===== src/rtl/tmr_pkg.sv =====
// Shared types and register addresses for the dual timer/counter.
package tmr_pkg;
    typedef enum logic [1:0] {
        TM_13     = 2'd0,
        TM_16     = 2'd1,
        TM_RELOAD = 2'd2,
        TM_SPLIT  = 2'd3
    } tmr_mode_e;

    localparam int ADDR_W = 3;
    localparam logic [ADDR_W-1:0] A_CTRL  = 3'd0;
    localparam logic [ADDR_W-1:0] A_MODE  = 3'd1;
    localparam logic [ADDR_W-1:0] A_T0_LO = 3'd2;
    localparam logic [ADDR_W-1:0] A_T0_HI = 3'd3;
    localparam logic [ADDR_W-1:0] A_T1_LO = 3'd4;
    localparam logic [ADDR_W-1:0] A_T1_HI = 3'd5;
endpackage


===== src/rtl/tmr_prescale.sv =====
// Machine-cycle prescaler: emits one tick every DIV clocks.
// Assumes DIV >= 2. Counter starts at zero after reset.
module tmr_prescale #(
    parameter int DIV = 12
) (
    input  logic clk,
    input  logic rst_n,
    output logic tick
);
    localparam int CNT_W = $clog2(DIV);
    localparam logic [CNT_W-1:0] LAST = CNT_W'(DIV - 1);

    logic [CNT_W-1:0] cnt_q;

    // Free-running modulo-DIV count.
    always_ff @(posedge clk) begin
        if (!rst_n)            cnt_q <= '0;
        else if (cnt_q == LAST) cnt_q <= '0;
        else                   cnt_q <= cnt_q + 1'b1;
    end

    assign tick = (cnt_q == LAST);
endmodule


===== src/rtl/tmr_edge_sync.sv =====
// Two-stage synchroniser plus falling-edge detector for an external count pin.
// Assumes the pin idles high; all stages reset to 1 so no false edge appears.
module tmr_edge_sync #(
    parameter int STAGES = 2
) (
    input  logic clk,
    input  logic rst_n,
    input  logic pin,
    output logic fall
);
    logic [STAGES-1:0] sync_q;
    logic              prev_q;

    // Shift the pin through the synchroniser and keep the last settled level.
    always_ff @(posedge clk) begin
        if (!rst_n) begin
            sync_q <= '1;
            prev_q <= 1'b1;
        end else begin
            sync_q <= {sync_q[STAGES-2:0], pin};
            prev_q <= sync_q[STAGES-1];
        end
    end

    assign fall = prev_q & ~sync_q[STAGES-1];
endmodule


===== src/rtl/tmr_unit.sv =====
// One timer: low and high byte registers plus the four count arrangements.
// Assumes inc_lo/inc_hi are single-cycle enables. A write to either byte in
// the same cycle as a whole-timer step takes priority and suppresses the step.
// SPLIT_OK selects whether mode 3 splits the timer (1) or freezes it (0).
module tmr_unit
    import tmr_pkg::*;
#(
    parameter int W        = 8,
    parameter int LOW_BITS = 5,
    parameter bit SPLIT_OK = 1'b1
) (
    input  logic         clk,
    input  logic         rst_n,
    input  tmr_mode_e    mode,
    input  logic         inc_lo,
    input  logic         inc_hi,
    input  logic         wr_lo,
    input  logic         wr_hi,
    input  logic [W-1:0] wr_data,
    output logic [W-1:0] lo_q,
    output logic [W-1:0] hi_q,
    output logic         ovf_lo,
    output logic         ovf_hi
);
    logic [W-1:0] lo_n, hi_n;
    logic         any_wr;

    assign any_wr = wr_lo | wr_hi;

    // Next-state and overflow decode for the selected arrangement.
    always_comb begin
        lo_n   = lo_q;
        hi_n   = hi_q;
        ovf_lo = 1'b0;
        ovf_hi = 1'b0;
        unique case (mode)
            TM_13: begin
                if (inc_lo && !any_wr) begin
                    if (&lo_q[LOW_BITS-1:0]) begin
                        lo_n[LOW_BITS-1:0] = '0;
                        hi_n               = hi_q + 1'b1;
                        ovf_lo             = &hi_q;
                    end else begin
                        lo_n[LOW_BITS-1:0] = lo_q[LOW_BITS-1:0] + 1'b1;
                    end
                end
            end
            TM_16: begin
                if (inc_lo && !any_wr) begin
                    {hi_n, lo_n} = {hi_q, lo_q} + 1'b1;
                    ovf_lo       = &{hi_q, lo_q};
                end
            end
            TM_RELOAD: begin
                if (inc_lo && !any_wr) begin
                    if (&lo_q) begin
                        lo_n   = hi_q;
                        ovf_lo = 1'b1;
                    end else begin
                        lo_n = lo_q + 1'b1;
                    end
                end
            end
            TM_SPLIT: begin
                if (SPLIT_OK) begin
                    if (inc_lo && !wr_lo) begin
                        lo_n   = lo_q + 1'b1;
                        ovf_lo = &lo_q;
                    end
                    if (inc_hi && !wr_hi) begin
                        hi_n   = hi_q + 1'b1;
                        ovf_hi = &hi_q;
                    end
                end
            end
            default: ;
        endcase
        if (wr_lo) lo_n = wr_data;
        if (wr_hi) hi_n = wr_data;
    end

    // Byte registers.
    always_ff @(posedge clk) begin
        if (!rst_n) begin
            lo_q <= '0;
            hi_q <= '0;
        end else begin
            lo_q <= lo_n;
            hi_q <= hi_n;
        end
    end
endmodule


===== src/rtl/tmr_pair.sv =====
// Dual timer/counter top: register file, clock sources, flags and baud pulse.
// Assumes W >= 8 so the fixed control/mode bit layout fits the data bus.
// Timer 0 may be split (mode 3); then its upper half owns run1/flag1 and
// timer 1 counts ungated without touching flag1.
module tmr_pair
    import tmr_pkg::*;
#(
    parameter int W        = 8,
    parameter int PRESCALE = 12,
    parameter int LOW_BITS = 5
) (
    input  logic              clk,
    input  logic              rst_n,
    input  logic              wr_en,
    input  logic [ADDR_W-1:0] wr_addr,
    input  logic [W-1:0]      wr_data,
    input  logic [ADDR_W-1:0] rd_addr,
    output logic [W-1:0]      rd_data,
    input  logic              ext_cnt0,
    input  logic              ext_cnt1,
    input  logic              irq_ack0,
    input  logic              irq_ack1,
    output logic              irq_flag0,
    output logic              irq_flag1,
    output logic              baud_tick
);
    localparam int NUM_TMR = 2;

    logic              tick;
    logic [NUM_TMR-1:0] pins, fall, src, run_q, flag_q, csel_q, ack;
    logic [NUM_TMR-1:0] inc_lo, inc_hi, ovf_lo, ovf_hi, set_flag;
    logic [NUM_TMR-1:0] wr_lo, wr_hi;
    tmr_mode_e          mode_q [NUM_TMR];
    logic [W-1:0]       cnt_lo [NUM_TMR];
    logic [W-1:0]       cnt_hi [NUM_TMR];
    logic               split, wr_ctrl, wr_mode, baud_q;

    assign pins = {ext_cnt1, ext_cnt0};
    assign ack  = {irq_ack1, irq_ack0};

    tmr_prescale #(.DIV(PRESCALE)) u_pre (
        .clk  (clk),
        .rst_n(rst_n),
        .tick (tick)
    );

    // Write decode for control, mode and the four byte registers.
    assign wr_ctrl  = wr_en && (wr_addr == A_CTRL);
    assign wr_mode  = wr_en && (wr_addr == A_MODE);
    assign wr_lo[0] = wr_en && (wr_addr == A_T0_LO);
    assign wr_hi[0] = wr_en && (wr_addr == A_T0_HI);
    assign wr_lo[1] = wr_en && (wr_addr == A_T1_LO);
    assign wr_hi[1] = wr_en && (wr_addr == A_T1_HI);

    assign split = (mode_q[0] == TM_SPLIT);

    // Count enables: each timer's source, gated by its run bit or the split rules.
    assign inc_lo[0] = run_q[0] & src[0];
    assign inc_hi[0] = split & run_q[1] & tick;
    assign inc_lo[1] = split ? src[1] : (run_q[1] & src[1]);
    assign inc_hi[1] = 1'b0;

    // Flag set sources: flag1 follows timer-0 upper half while split.
    assign set_flag[0] = ovf_lo[0];
    assign set_flag[1] = split ? ovf_hi[0] : (ovf_lo[1] | ovf_hi[1]);

    for (genvar i = 0; i < NUM_TMR; i++) begin : g_tmr
        tmr_edge_sync u_sync (
            .clk  (clk),
            .rst_n(rst_n),
            .pin  (pins[i]),
            .fall (fall[i])
        );

        assign src[i] = csel_q[i] ? fall[i] : tick;

        tmr_unit #(
            .W       (W),
            .LOW_BITS(LOW_BITS),
            .SPLIT_OK(i == 0)
        ) u_unit (
            .clk    (clk),
            .rst_n  (rst_n),
            .mode   (mode_q[i]),
            .inc_lo (inc_lo[i]),
            .inc_hi (inc_hi[i]),
            .wr_lo  (wr_lo[i]),
            .wr_hi  (wr_hi[i]),
            .wr_data(wr_data),
            .lo_q   (cnt_lo[i]),
            .hi_q   (cnt_hi[i]),
            .ovf_lo (ovf_lo[i]),
            .ovf_hi (ovf_hi[i])
        );

        // Overflow flag: hardware set wins, then acknowledge or write-one clear.
        always_ff @(posedge clk) begin
            if (!rst_n)                                  flag_q[i] <= 1'b0;
            else if (set_flag[i])                        flag_q[i] <= 1'b1;
            else if (ack[i] || (wr_ctrl && wr_data[4+i])) flag_q[i] <= 1'b0;
        end
    end

    // Run bits, mode fields and counter selects.
    always_ff @(posedge clk) begin
        if (!rst_n) begin
            run_q     <= '0;
            csel_q    <= '0;
            mode_q[0] <= TM_13;
            mode_q[1] <= TM_13;
        end else begin
            if (wr_ctrl) run_q <= wr_data[1:0];
            if (wr_mode) begin
                mode_q[0] <= tmr_mode_e'(wr_data[1:0]);
                mode_q[1] <= tmr_mode_e'(wr_data[5:4]);
                csel_q    <= {wr_data[6], wr_data[2]};
            end
        end
    end

    // Baud pulse, one clock after each timer-1 overflow.
    always_ff @(posedge clk) begin
        if (!rst_n) baud_q <= 1'b0;
        else        baud_q <= ovf_lo[1];
    end

    // Register read mux.
    always_comb begin
        rd_data = '0;
        unique case (rd_addr)
            A_CTRL:  begin
                rd_data[1:0] = run_q;
                rd_data[5:4] = flag_q;
            end
            A_MODE:  begin
                rd_data[1:0] = mode_q[0];
                rd_data[2]   = csel_q[0];
                rd_data[5:4] = mode_q[1];
                rd_data[6]   = csel_q[1];
            end
            A_T0_LO: rd_data = cnt_lo[0];
            A_T0_HI: rd_data = cnt_hi[0];
            A_T1_LO: rd_data = cnt_lo[1];
            A_T1_HI: rd_data = cnt_hi[1];
            default: rd_data = '0;
        endcase
    end

    assign irq_flag0 = flag_q[0];
    assign irq_flag1 = flag_q[1];
    assign baud_tick = baud_q;
endmodule


===== config.mk =====
export PLATFORM = sky130hd
export DESIGN_NAME = tmr_pair
export DESIGN_NICKNAME = d
export VERILOG_FILES = /design/src/rtl/tmr_pkg.sv /design/src/rtl/tmr_prescale.sv /design/src/rtl/tmr_edge_sync.sv /design/src/rtl/tmr_unit.sv /design/src/rtl/tmr_pair.sv
export SDC_FILE = /design/constraint.sdc
export NUM_CORES = 1
export LEC_CHECK = 0
export BUFFER_PORTS_ARGS = -buffer_cell sky130_fd_sc_hd__buf_2
export CAP_MARGIN = 0
export CORE_MARGIN = 5
export CORE_UTILIZATION = 57
export CTS_CLUSTER_SIZE = 10
export DETAILED_ROUTE_END_ITERATION = 10
export PLACE_DENSITY = 0.82
export SLEW_MARGIN = 0
export SYNTH_ARGS = -nofsm -noshare
export SYNTH_HDL_FRONTEND = slang
export SYNTH_SLANG_ARGS = --single-unit

===== constraint.sdc =====
create_clock -name clk -period 6.1 [get_ports clk]
set_input_delay 1.22 -clock clk [delete_from_list [all_inputs] [get_ports clk]]
set_output_delay 1.22 -clock clk [all_outputs]
set_load 0.02 [all_outputs]

==> results.md <==
- Largest net degree at the start of global routing: 45
- Hold Crit Class: register to register
- Synth top area cells: dfxtp_1 25%, ha_1 5.2%, mux2i_1 3.9%
- Syn avg cell area: 8.023 µm²
- Core ar.: 6681 µm²
- Slew headroom: 0.3381
- Clock buffer depth: 2
- CTS Buf Count: 5
- DR iter-0 viols: 466
- GP Congestion: 1.001
- # resized after CTS: 0
- Hold_sp: g_tmr[1].u_sync.sync_q[0]
- Largest stage delay on the critical path: 390 ps
- First-pass GRT wire length: 19360 µm
- Worst Setup Start Kind: input pin
- Syn nets: 517
- Cts hold-fix bufs: 0
- Sequential element share of the synthesized area: 0.2859
- Fraction of registers with async set/reset: 0
- Area grow syn2layout: 7.310%
- CTS H-Tree Depth: 2
- Worst-path fanout max: 23
- Placed Cells: 567
- CTS tree: built
- Final hold vios: 0
- RSZ-0062 raised after global routing: no
- Cell with the most instances after synthesis: dfxtp_1
- Fmax: 269.5 MHz
- Rows: 30
- Slew @ Worst Pin: 979.0 ps
- Die area: 8500 µm²
- Final setup viols: 0
- Status: completed
- # diodes: 0
- Setup Buffers After CTS: 0
- Critical-path cell list: buf_2, mux2_2, a22oi_1, o22ai_1, buf_2
- Clock Skew: 13.36 ps
- Final WL: 11870 µm
- Drt wl/cell: 20.64 µm
- CP Class: input pin to primary output
- Reg-to-reg startpoint: g_tmr[0].u_unit.lo_q[0]
- Setup TNS: 0 ps
- Post-synth top area cell: dfxtp_1
- Hpwl dp: 8649 µm
- Via count: 4018
- Ys Warns: 0
- Final Critical Period: 3710 ps
- 1st-pass router iterations: 5
- Initial antenna violation count: 0
- Die H: 92.20 µm
- Crit path required time: 4880 ps
- Final ANT Viol Nets: 0
- Effective utilization at floorplan: 0.5764
- Layout cell share with drive strength beyond 1: 0.1091
- Power Density: 186.7 nW/µm²
- Critical path arrival: 2490 ps
- Share of the synthesized area in the top cell type: 0.2547
- Vias in the first global route: 3784
- Cell variety after synth: 62
- Synth cell count leaders: 49 x dfxtp_1, 38 x nor2_1, 35 x nand2_1
- LEAKAGE: 1.483 nW
- Syn Inst Count: 480
- Via density: 6.988
- Top Ports: 32
- Filler cells: 607
- CP Capture Type: primary output
- Root buf cell: clkbuf_8
- Total congestion overflow: 0
- EDFF count, synth: 4
- Crit. Startpoint: rd_addr[0]
- Port buffer count: 31
- Number of synthesized register bits: 53
- Clk_lat worst skew: 320 ps
- Synthesized area: 3851 µm²
- Crit path top cell by count: buf_2
- Max-cap violations: 0
- CP max stage cell: buf_2
- Die W: 92.20 µm
- NumNets Final: 531
- Max-slew violation count: 0
- Worst ir drop on vdd: 99.47 µV
- Post-layout instance area: 4133 µm²
- Synth Flop Type: dfxtp_1
- Sink Count: 53
- Total GRT Usage: 0.2836
- DP Area: 4025 µm²
- Final period utilization: 0.6083
- Fin cells: 575
- Clock transition at path regs: 90 ps
- DRC errors left: 0
-- through the flow --
| stage | utilization | setup WS [ps] | power, mW | hold WS (ps) |
|---|---|---|---|---|
| floorplan | - | 2499 | 0.4842 | 386.3 |
| global placement | 0.6024 | 2458 | 0.5236 | 388.8 |
| detailed placement | 0.6024 | 2394 | 0.5289 | 396.0 |
| CTS | 0.6185 | 2395 | 0.7675 | 420.2 |
| global route | 0.6185 | 2295 | 0.8046 | 445.0 |
| finish | 0.6185 | 2390 | 0.7715 | 419.6 |
-- flip-flops by register name, summed over array words and instances (netlist names), 2 cells and up --
signal / count
csel_q: 2
g_tmr.u_sync.prev_q: 2
g_tmr.u_unit.lo_q: 16
u_pre.cnt_q: 4
g_tmr.u_sync.sync_q: 4
run_q: 2
g_tmr.u_unit.hi_q: 16
mode_q: 4
-- worst max-delay path, delay by kind of cell --
family          cells  cell delay (ps)
compound gates      2              310
buf+inv             2              560
mux                 1              390
-- report_power, final --
part / switching (mW) / internal, mW
Sequential: 0.0222 / 0.364
Combinational: 0.0856 / 0.0530
Clock: 0.124 / 0.122
Total: 0.232 / 0.540
-- final timing paths --
check                           depth (start not counted)  slack, ps                         to
worst max-delay path                                    5       2390                 rd_data[4]
worst max register to register                          8       3270    g_tmr[0].u_unit.hi_q[6]
worst min-delay path                                    1        420  g_tmr[1].u_sync.sync_q[1]
worst min register to register                          1        420  g_tmr[1].u_sync.sync_q[1]
-- per-layer routing --
layer	track usage	vias up	share of wire
li1	-	1850	-
met1	0.3588	1901	0.40
met2	0.4605	228	0.47
met3	0.04840	39	0.088
met4	0.1485	0	0.041
met5	0	-	0
-- final cells by class --
class	instances	area [µm²]	share of cell area
Timing Repair Buffer	34	177.7	0.04299
Inverter	21	78.83	0.01907
Sequential cell	53	1101	0.2664
Tap cell	80	100.1	0.02422
Multi-Input combinational cell	379	2567	0.6213
Clock buffer	6	72.57	0.01756
Clock inverter	2	35.03	0.008477
-- cells by family (layout without fill, tap and decap cells) --
| kind of cell | Yosys count | in the layout | share of synthesized area |
|---|---|---|---|
| AO/OA/AOI/OAI | 142 | 142 | 0.2580 |
| XOR/XNOR | 14 | 14 | 0.03184 |
| adder cells (fa/ha/maj) | 16 | 16 | 0.05198 |
| buffers and inverters | 48 | 63 | 0.04743 |
| flip-flops | 53 | 53 | 0.2859 |
| multiplexers | 21 | 21 | 0.05653 |
| AND/OR/NAND/NOR | 186 | 186 | 0.2684 |
-- placed cells by master, fill, tap and decap left out, types with 9 or more instances in the layout --
cell type	count
ha_1	16
nand3_1	20
mux2i_1	15
nand4_1	9
o22ai_1	11
xnor2_1	13
nor2_1	38
and3_1	18
nand2b_1	13
a31oi_1	13
inv_1	21
buf_2	31
nand2_1	35
a21oi_1	20
a211oi_1	13
dfxtp_1	49
o21ai_0	27
(Power assumes the default switching activity.)
